`config.mk`:
```
export PLATFORM = sky130hd
export DESIGN_NAME = bus_wait_gen
export DESIGN_NICKNAME = d
export VERILOG_FILES = /design/src/rtl/wst_pkg.sv /design/src/rtl/wst_cfg_reg.sv /design/src/rtl/wst_cost.sv /design/src/rtl/wst_stall.sv /design/src/rtl/bus_wait_gen.sv
export SDC_FILE = /design/constraint.sdc
export NUM_CORES = 1
export LEC_CHECK = 0
export BUFFER_PORTS_ARGS = -buffer_cell sky130_fd_sc_hd__buf_2
export CORE_ASPECT_RATIO = 0.75
export CORE_MARGIN = 2
export CORE_UTILIZATION = 49
export DETAILED_ROUTE_END_ITERATION = 16
export GPL_TIMING_DRIVEN = 0
export HOLD_SLACK_MARGIN = 0.1
export PLACE_DENSITY = 0.81
export SYNTH_ARGS = -nofsm -noshare
export SYNTH_HDL_FRONTEND = slang
export SYNTH_SLANG_ARGS = --single-unit
```
`constraint.sdc`:
```
create_clock -name clk -period 3.58 [get_ports clk]
set_input_delay 0.179 -clock clk [delete_from_list [all_inputs] [get_ports clk]]
set_output_delay 0.179 -clock clk [all_outputs]
set_load 0.005 [all_outputs]
```
`src/rtl/wst_pkg.sv`:
```
package wst_pkg;

  // Largest count is 2*8+1 = 17, so five bits suffice.
  localparam int unsigned WCNT_W = 5;

  typedef logic [WCNT_W-1:0] wcnt_t;

  typedef struct packed {
    wcnt_t first;   // non-sequential wait N
    wcnt_t burst;   // sequential wait S
  } wtiming_t;

  function automatic wcnt_t first_code_to_wait(input logic [1:0] code);
    case (code)
      2'd0:    return wcnt_t'(4);
      2'd1:    return wcnt_t'(3);
      2'd2:    return wcnt_t'(2);
      default: return wcnt_t'(8);
    endcase
  endfunction

  function automatic wcnt_t access_cost(input wtiming_t t, input logic wide,
                                        input logic seq);
    if (!wide) begin
      return seq ? t.burst : t.first;
    end
    if (seq) begin
      return wcnt_t'({t.burst, 1'b1});
    end
    return t.first + t.burst + wcnt_t'(1);
  endfunction

endpackage

```
`src/rtl/wst_cfg_reg.sv`:
```
module wst_cfg_reg
  import wst_pkg::*;
#(
  parameter int CFG_W = 16,
  parameter int N_WIN = 3
) (
  input  logic                         clk,
  input  logic                         rst,
  input  logic                         we,
  input  logic [CFG_W-1:0]             wdata,
  output logic [CFG_W-1:0]             q,
  output wtiming_t [N_WIN-1:0]         win_tm,
  output wtiming_t                     sram_tm
);

  localparam int FIELD_BASE   = 2;
  localparam int FIELD_STRIDE = 3;

  always_ff @(posedge clk) begin
    if (rst) begin
      q <= '0;
    end else if (we) begin
      q <= wdata;
    end
  end

  // Each window owns a 2-bit first-access code followed by a burst bit.
  for (genvar k = 0; k < N_WIN; k++) begin : g_win
    localparam int FLSB   = FIELD_BASE + FIELD_STRIDE * k;
    localparam int BBIT   = FLSB + 2;
    localparam int LONG_S = 2 << k;
    assign win_tm[k].first = first_code_to_wait(q[FLSB +: 2]);
    assign win_tm[k].burst = q[BBIT] ? wcnt_t'(1) : wcnt_t'(LONG_S);
  end

  assign sram_tm.first = first_code_to_wait(q[1:0]);
  assign sram_tm.burst = sram_tm.first;

endmodule

```
`src/rtl/wst_cost.sv`:
```
module wst_cost
  import wst_pkg::*;
#(
  parameter int RGN_W     = 4,
  parameter int N_WIN     = 3,
  parameter int WIN_BASE  = 8,
  parameter int SRAM_RGN  = 14,
  parameter int XRAM_RGN  = 2,
  parameter int XRAM_WAIT = 2
) (
  input  logic [RGN_W-1:0]     rgn,
  input  logic                 wide,
  input  logic                 seq,
  input  wtiming_t [N_WIN-1:0] win_tm,
  input  wtiming_t             sram_tm,
  output wcnt_t                cost
);

  wtiming_t sel;
  logic     hit;

  always_comb begin
    sel = '0;
    hit = 1'b0;
    if (rgn == RGN_W'(XRAM_RGN)) begin
      sel.first = wcnt_t'(XRAM_WAIT);
      sel.burst = wcnt_t'(XRAM_WAIT);
      hit       = 1'b1;
    end
    if (rgn == RGN_W'(SRAM_RGN)) begin
      sel = sram_tm;
      hit = 1'b1;
    end
    for (int k = 0; k < N_WIN; k++) begin
      if (rgn == RGN_W'(WIN_BASE + 2 * k) || rgn == RGN_W'(WIN_BASE + 2 * k + 1)) begin
        sel = win_tm[k];
        hit = 1'b1;
      end
    end
    cost = hit ? access_cost(sel, wide, seq) : '0;
  end

endmodule

```
`src/rtl/wst_stall.sv`:
```
module wst_stall
  import wst_pkg::*;
(
  input  logic  clk,
  input  logic  rst,
  input  logic  req,
  input  wcnt_t cost,
  output logic  ready
);

  logic  busy;
  wcnt_t left;

  // Idle: a zero-cost request completes at once. Stalling: ready when the count runs out.
  always_comb begin
    if (busy) begin
      ready = (left == '0);
    end else begin
      ready = !(req && cost != '0);
    end
  end

  always_ff @(posedge clk) begin
    if (rst) begin
      busy <= 1'b0;
      left <= '0;
    end else if (busy) begin
      if (left == '0) begin
        busy <= 1'b0;
      end else begin
        left <= left - wcnt_t'(1);
      end
    end else if (req && cost != '0) begin
      busy <= 1'b1;
      left <= cost - wcnt_t'(1);
    end
  end

endmodule

```
`src/rtl/bus_wait_gen.sv`:
```
module bus_wait_gen
  import wst_pkg::*;
#(
  parameter int ADDR_W    = 32,
  parameter int RGN_LSB   = 24,
  parameter int RGN_W     = 4,
  parameter int CFG_W     = 16,
  parameter int N_WIN     = 3,
  parameter int WIN_BASE  = 8,
  parameter int SRAM_RGN  = 14,
  parameter int XRAM_RGN  = 2,
  parameter int XRAM_WAIT = 2
) (
  input  logic              clk,
  input  logic              rst,
  input  logic              cfg_we,
  input  logic [CFG_W-1:0]  cfg_wdata,
  output logic [CFG_W-1:0]  cfg_rdata,
  input  logic              acc_req,
  input  logic [ADDR_W-1:0] acc_addr,
  input  logic              acc_wide,
  input  logic              acc_seq,
  output logic              acc_ready
);

  wtiming_t [N_WIN-1:0] win_tm;
  wtiming_t             sram_tm;
  wcnt_t                cost;
  logic [RGN_W-1:0]     rgn;

  assign rgn = acc_addr[RGN_LSB +: RGN_W];

  wst_cfg_reg #(.CFG_W(CFG_W), .N_WIN(N_WIN)) u_cfg (
    .clk    (clk),
    .rst    (rst),
    .we     (cfg_we),
    .wdata  (cfg_wdata),
    .q      (cfg_rdata),
    .win_tm (win_tm),
    .sram_tm(sram_tm)
  );

  wst_cost #(
    .RGN_W(RGN_W), .N_WIN(N_WIN), .WIN_BASE(WIN_BASE),
    .SRAM_RGN(SRAM_RGN), .XRAM_RGN(XRAM_RGN), .XRAM_WAIT(XRAM_WAIT)
  ) u_cost (
    .rgn    (rgn),
    .wide   (acc_wide),
    .seq    (acc_seq),
    .win_tm (win_tm),
    .sram_tm(sram_tm),
    .cost   (cost)
  );

  wst_stall u_stall (
    .clk  (clk),
    .rst  (rst),
    .req  (acc_req),
    .cost (cost),
    .ready(acc_ready)
  );

endmodule

```
==> results of run 1 <==
==> flip-flops by register name, indices dropped and copies added, names as in the netlist <==
name / cells
u_stall.busy: 1
u_stall.left: 5
u_cfg.q: 16
==> cells in the final DEF, fill, tap and decap left out, types with 3 or more instances in the layout <==
| cell type | synthesis | routed |
|---|---|---|
| a21oi_1 | 14 | 10 |
| a21oi_2 | 0 | 4 |
| a31oi_1 | 5 | 4 |
| and3_1 | 3 | 3 |
| buf_2 | 2 | 42 |
| buf_4 | 1 | 4 |
| clkbuf_1 | 5 | 5 |
| clkbuf_8 | 0 | 3 |
| dfxtp_1 | 22 | 14 |
| dfxtp_2 | 0 | 6 |
| ha_1 | 17 | 14 |
| inv_1 | 18 | 18 |
| mux2i_1 | 20 | 20 |
| nand2_1 | 9 | 9 |
| nand2b_1 | 9 | 9 |
| nand3_1 | 7 | 7 |
| nor2_1 | 24 | 24 |
| nor2b_1 | 5 | 4 |
| o21ai_0 | 9 | 9 |
| xnor2_1 | 4 | 4 |
==> kinds of logic (layout without fill, tap and decap cells) <==
group / count (synthesis) / in the layout / share of synthesized area (%)
buffers and inverters: 27 / 74 / 6.43
muxes: 23 / 23 / 13.7
xor gates and xnor gates: 4 / 4 / 1.96
adders and majority gates: 18 / 18 / 13.0
and+or+nand+nor: 76 / 76 / 22.2
DFF: 22 / 22 / 24.6
AOI/OAI and AO/OA: 48 / 48 / 18.2
==> synth_stat cells (3+ instances only) <==
cell,number
nand2b_1,9
mux2i_1,20
nand3_1,7
xnor2_1,4
nor2_1,24
and3_1,3
nand2_1,9
nor2b_1,5
a31oi_1,5
nor3_1,3
ha_1,17
inv_1,18
clkbuf_1,5
a21oi_1,14
o21ai_0,9
dfxtp_1,22
==> power by group <==
| group | internal, W | switching, W |
|---|---|---|
| combinational | 0.000128 | 0.000146 |
| clock | 0.000150 | 0.0000886 |
| sequential | 0.000268 | 0.0000221 |
| total | 0.000546 | 0.000257 |
==> metrics by stage <==
stage / TNS (ps) / power, W / hold WS, ps / instance area (µm²)
CTS: 0 / 0.000777 / 137 / 2130
global placement: 0 / 0.000528 / 411 / 2050
floorplan: 0 / 0.000463 / 326 / 1790
finish: 0 / 0.000804 / 136 / 2230
global route: -17.6 / 0.000850 / 139 / 2230
detailed placement: 0 / 0.000535 / 422 / 2050
==> layout make-up <==
cell class                 count  area [µm²]  share of cell area (%)
clock inverter                 1        30.0                    1.35
multi-input combinational    169        1300                    58.4
sequential                    22         455                    20.4
clock buffer                   3        41.3                    1.85
tap                           50        62.6                    2.81
inverter                      18        67.6                    3.03
timing repair buffer          43         223                    9.99
buffer                         9        47.5                    2.13
==> routing by layer <==
metal	track usage, %	vias to the layer above
met4	8.83	0
met2	33.5	60
met1	34.8	815
met3	2.51	9
li1	-	871
met5	0	-
==> worst min-delay path: cells and delay by family <==
kind,cells,cell delay [ps]
buffers and inverters,1,70
AND/OR/NAND/NOR,1,70
multiplexers,1,50
==> what timing repair did <==
item | 4_1_cts | 5_1_grt
pin swaps | 0 | 9
endpoints found under the setup margin | 1 | 6
resized for setup | 1 | 23
buffers inserted | 0 | 3
==> worst paths after layout <==
kind / end / slack [ps]
worst max-delay path: u_stall.left[4]$_SDFFE_PP0P_ / 190
worst max register to register: u_stall.left[4]$_SDFFE_PP0P_ / 190
worst min-delay path: u_cfg.q[15]$_SDFFE_PP0P_ / 140
worst min register to register: u_cfg.q[14]$_SDFFE_PP0P_ / 500
==> flow_summary.toml, run 1 <==
[sta]
finalCritPeriodShare_pct = 94.6
fmax_ghz = 0.295
slew_viol_final = 0
worst_slew_pin_slew_ps = 700
max_slew_margin_pct = 53.3
setup_viol = 0
setup_ws_ps = 194
hold_violations = 0
clock_skew_ps = 7.46
fin_crit_ps = 3390

[synth]
yosys.area.top_type = "dfxtp_1"
synth_ff_type = "dfxtp_1"
synth_edf_count = 0
syn-cell-area_um2 = 1790
syn_inst = 218
async_flop_share_pct = 0
synth_area_leaders = "dfxtp_1 (25%), ha_1 (12%), mux2i_1 (11%), nor2_1 (5.0%), a21oi_1 (3.9%)"
avgSynthCellArea_um2 = 8.21
synth_top_area_share_pct = 24.6
synth_seq_area_share_pct = 24.6
synth_cell_types = 50
ys_ff_latch = 22
synth_nets = 290
yosys_warnings = 0

[die]
die_w_um = 73.8
ios = 71
start_util_pct = 52.6
coreArea_um2 = 3400
rows = 18
die_h_um = 56.4
die_area_um2 = 4160

[power]
power_density_nw_per_um2 = 361
leakage_nw = 1.03
irDropWorstVdd_uv = 235

[cts]
cts_root_buf = "clkbuf_8"
clkTransAtPathRegs_ps = 90
htree_levels = 1
postCtsHoldBufs = 0
tritoncts = "built"
cts-buffers-inserted = 3
cts_max_path_buffers = 2
cts.sinks = 22
clock_latency_ps = 270

[global_route]
grt_max_degree = 14
grt_pass1_vias = 1623
antenna_found_initial = 0
grt_overflow = 0
groute.usage.overall_pct = 23.2
grt_pass1_wl_um = 7600

[placed_design]
place_congestion = 0.943
dp_hpwl_um = 3420
io_buffers = 40
place_ws_ps = 38.6
dpl.cell_count = 308

[cells_and_area]
drive_gt1_share_pct = 29.4
fillers = 291
fin_nets = 338
layoutNonFillerInstCount = 315
antenna_cells = 0
area_growth_pct = 24.5
utilization_pct = 65.5

[worst_setup_path]
crit_path_start_kind = "flop"
r2r-start = "u_cfg.q[1]$_SDFFE_PP0P_"
critPathBufInv = 2
cp_num_cells = 14
crit_start = "u_cfg.q[1]$_SDFFE_PP0P_"
slowest_stage = "fa_1"
path_cells = "inv_1 -> ha_4 -> nand3_1 -> a21oi_2 -> or2_2 -> inv_1 -> fa_1 -> nor2b_4 -> a2111oi_1 -> o31ai_1 -> ha_2 -> a31oi_1 -> or4_1 -> o31ai_1"
cp-end-kind = "flop"
crit_path_max_incr_delay_ps = 530
crit_family = "adder cells"
rr_worst_depth = 14
crit_path_max_fanout = 5
cp.arrival_ps = 3580
required_ps = 3770
crit_type = "reg -> reg"

[detailed_routing]
drcViolationCount = 0
detail_route.wl_per_cell_um = 14.5
drt-initial-drc-count = 162
viasPerCell = 5.57
route.met2.wl_um = 2030
dr_wl_met3_um = 249
dr.pass1.iters = 4
antenna_left = 0
top_layer_used = "met4"
wirelength_um = 4580
vias = 1755
wl_met1_um = 2200

[hold_path]
hold_path.startpoint = "cfg_wdata[15]"
hold_depth = 3
hold_path_class = "in -> reg"

[job]
timing.max_cap.violations = 0

[outcome]
status = "finished clean"
Note: power is estimated with default switching activity, not from simulation.
==> run 2, diff against run 1 <==
--- a/config.mk
+++ b/config.mk
@@ -5,6 +5,7 @@
 export SDC_FILE = /design/constraint.sdc
 export NUM_CORES = 1
 export LEC_CHECK = 0
+export ABC_AREA = 1
 export BUFFER_PORTS_ARGS = -buffer_cell sky130_fd_sc_hd__buf_2
 export CORE_ASPECT_RATIO = 0.75
 export CORE_MARGIN = 2
==> flow_summary.toml, run 2 <==
[synth]
synth_nets = 341
synth_edf_count = 0
synth_top_area_share_pct = 25.2
ys_ff_latch = 22
yosys_warnings = 0
synth_common_cells = "nand2_1 (66), inv_1 (37), nand3_1 (25)"
syn_inst = 269
synth_area_leaders = "dfxtp_1 (25%), nand2_1 (14%), ha_1 (12%), inv_1 (8.0%), nand3_1 (7.2%)"
yosys.area.top_type = "dfxtp_1"
synth_cell_types = 28
synth_ff_type = "dfxtp_1"
syn-cell-area_um2 = 1750
async_flop_share_pct = 0
avgSynthCellArea_um2 = 6.49
synth_seq_area_share_pct = 25.2
synth_most_common_cell = "nand2_1"

[detailed_routing]
antenna_left = 0
drcViolationCount = 0
drt-initial-drc-count = 131
vias = 1760
dr.pass1.iters = 4
viasPerCell = 4.99
detail_route.wl_per_cell_um = 10.9
wirelength_um = 3850

[die]
die_area_um2 = 4060
rows = 18
coreArea_um2 = 3360
start_util_pct = 52.0
ios = 71
die_h_um = 55.7
die_w_um = 72.9

[placed_design]
dp_hpwl_um = 3250
place_ws_ps = 620
io_buffers = 41
place_congestion = 0.915

[sta]
fmax_ghz = 0.307
fin_crit_ps = 3260
setup_tns_ps = 0
max_slew_margin_pct = 57.3
hold_violations = 0
finalCritPeriodShare_pct = 91.0
fin_hold_ws_ps = 147
setup_viol = 0
setup_ws_ps = 323
clock_skew_ps = 1.27
rsz0062_at_grt = "false"
worst_slew_pin_slew_ps = 633
slew_viol_final = 0

[cts]
cts_root_buf = "clkbuf_8"
postCtsSetupRepairBufs = 0
postCtsHoldBufs = 0
clock_latency_ps = 260
clkTransAtPathRegs_ps = 70
cts.sinks = 22
tritoncts = "built"
cts-buffers-inserted = 3
cts_max_path_buffers = 2
htree_levels = 1
ctsResizeCount = 0

[cells_and_area]
top_register = "u_cfg.q"
final_cell_mix = "nand2_1 (66), buf_2 (43), inv_1 (37)"
area_growth_pct = 17.0
largest_reg_flops = 16
fillers = 328
drive_gt1_share_pct = 23.3
multi_input_area_um2 = 1130
utilization_pct = 60.9
antenna_cells = 0
biggestRegsByFlops = "u_cfg.q: 16 flops, u_stall.left: 5 flops, u_stall.busy: 1 flops"
register_area_um2 = 440
final_common_cell = "nand2_1"
fin_nets = 387

[worst_setup_path]
crit_type = "reg -> out"
cp.arrival_ps = 3080
required_ps = 3400
crit_path_start_kind = "flop"
crit_path_max_fanout = 7
cp-end-kind = "output pin"

[global_route]
antenna_found_initial = 0
grt_max_degree = 12
grt_pass1_wl_um = 6490
grt_pass1_vias = 1541
groute.usage.overall_pct = 19.6
grt_overflow = 0

[power]
power_density_nw_per_um2 = 355
irDropWorstVdd_uv = 272
leakage_nw = 1.13
total_power_w = 0.000725

[job]
timing.max_cap.violations = 0

[hold_path]
hold_path_class = "in -> reg"

[outcome]
status = "finished clean"
## run 2: critical path, cell delays in order, from the launching register on
cell and delay (ps):
dfxtp_1 380, inv_1 80, ha_1 280, inv_1 40
nand3_1 70, nand2_1 50, nor2_1 100, nand2_1 90
nand2_1 90, inv_1 60, fa_1 410, or2_2 300
a21oi_1 120, nor2_1 60, nand2_1 60, nand2_1 50
nand2_1 90, nand3_2 100, nand3_2 100, nand2_4 80
inv_2 90, buf_2 110
## run 2: final timing paths
| check | start | endpoint | slack (ps) | depth (start not counted) |
|---|---|---|---|---|
| setup / recovery | u_cfg.q[5]$_SDFFE_PP0P_ | acc_ready | 320 | 21 |
| setup reg to reg | u_cfg.q[5]$_SDFFE_PP0P_ | u_stall.left[3]$_SDFFE_PP0P_ | 590 | 24 |
| hold / removal | cfg_wdata[13] | u_cfg.q[13]$_SDFFE_PP0P_ | 150 | 3 |
| hold reg to reg | u_stall.left[0]$_SDFFE_PP0P_ | u_stall.left[0]$_SDFFE_PP0P_ | 490 | 2 |
## run 2: layer usage
layer  vias to the layer above  wire (µm)  part of all wire (%)  global-route usage (%)
li1                        938          -                     -                       -
met1                       779       2050                    53                    28.7
met2                        36       1620                    42                    30.3
met3                         7        126                   3.3                    1.99
met4                         0         57                   1.5                    5.56
met5                         -          0                     0                       0
## run 2: final cells by class
class	instances	share of cell area (%)
plain buffers	5	1.04
clock buffers	3	2.02
inverters	42	7.72
multi-input cells	200	55.1
flip-flops and latches	22	21.6
well taps	40	2.45
repair buffers	41	10.0
## run 2: cells by family (layout without fill, tap and decap cells)
family	count (synthesis)	in the layout	share of synthesized area [%]
AOI/OAI and AO/OA	36	36	10.8
buffers and inverters	47	91	10.3
adders and majority gates	18	18	13.3
DFF	22	22	25.2
xor gates and xnor gates	1	1	0.502
and+or+nand+nor	145	145	39.9
## run 2: report_power, final
| group | internal, W | switching (W) |
|---|---|---|
| combinational | 0.000109 | 0.000172 |
| clock | 0.0000750 | 0.0000750 |
| sequential | 0.000274 | 0.0000203 |
## run 2: metrics by stage
stage	std cells	instance area, µm²
5_1_grt	353	2040
2_1_floorplan	269	1750
4_1_cts	353	2040
3_3_place_gp	350	2000
3_5_place_dp	350	2000
6_report	353	2040
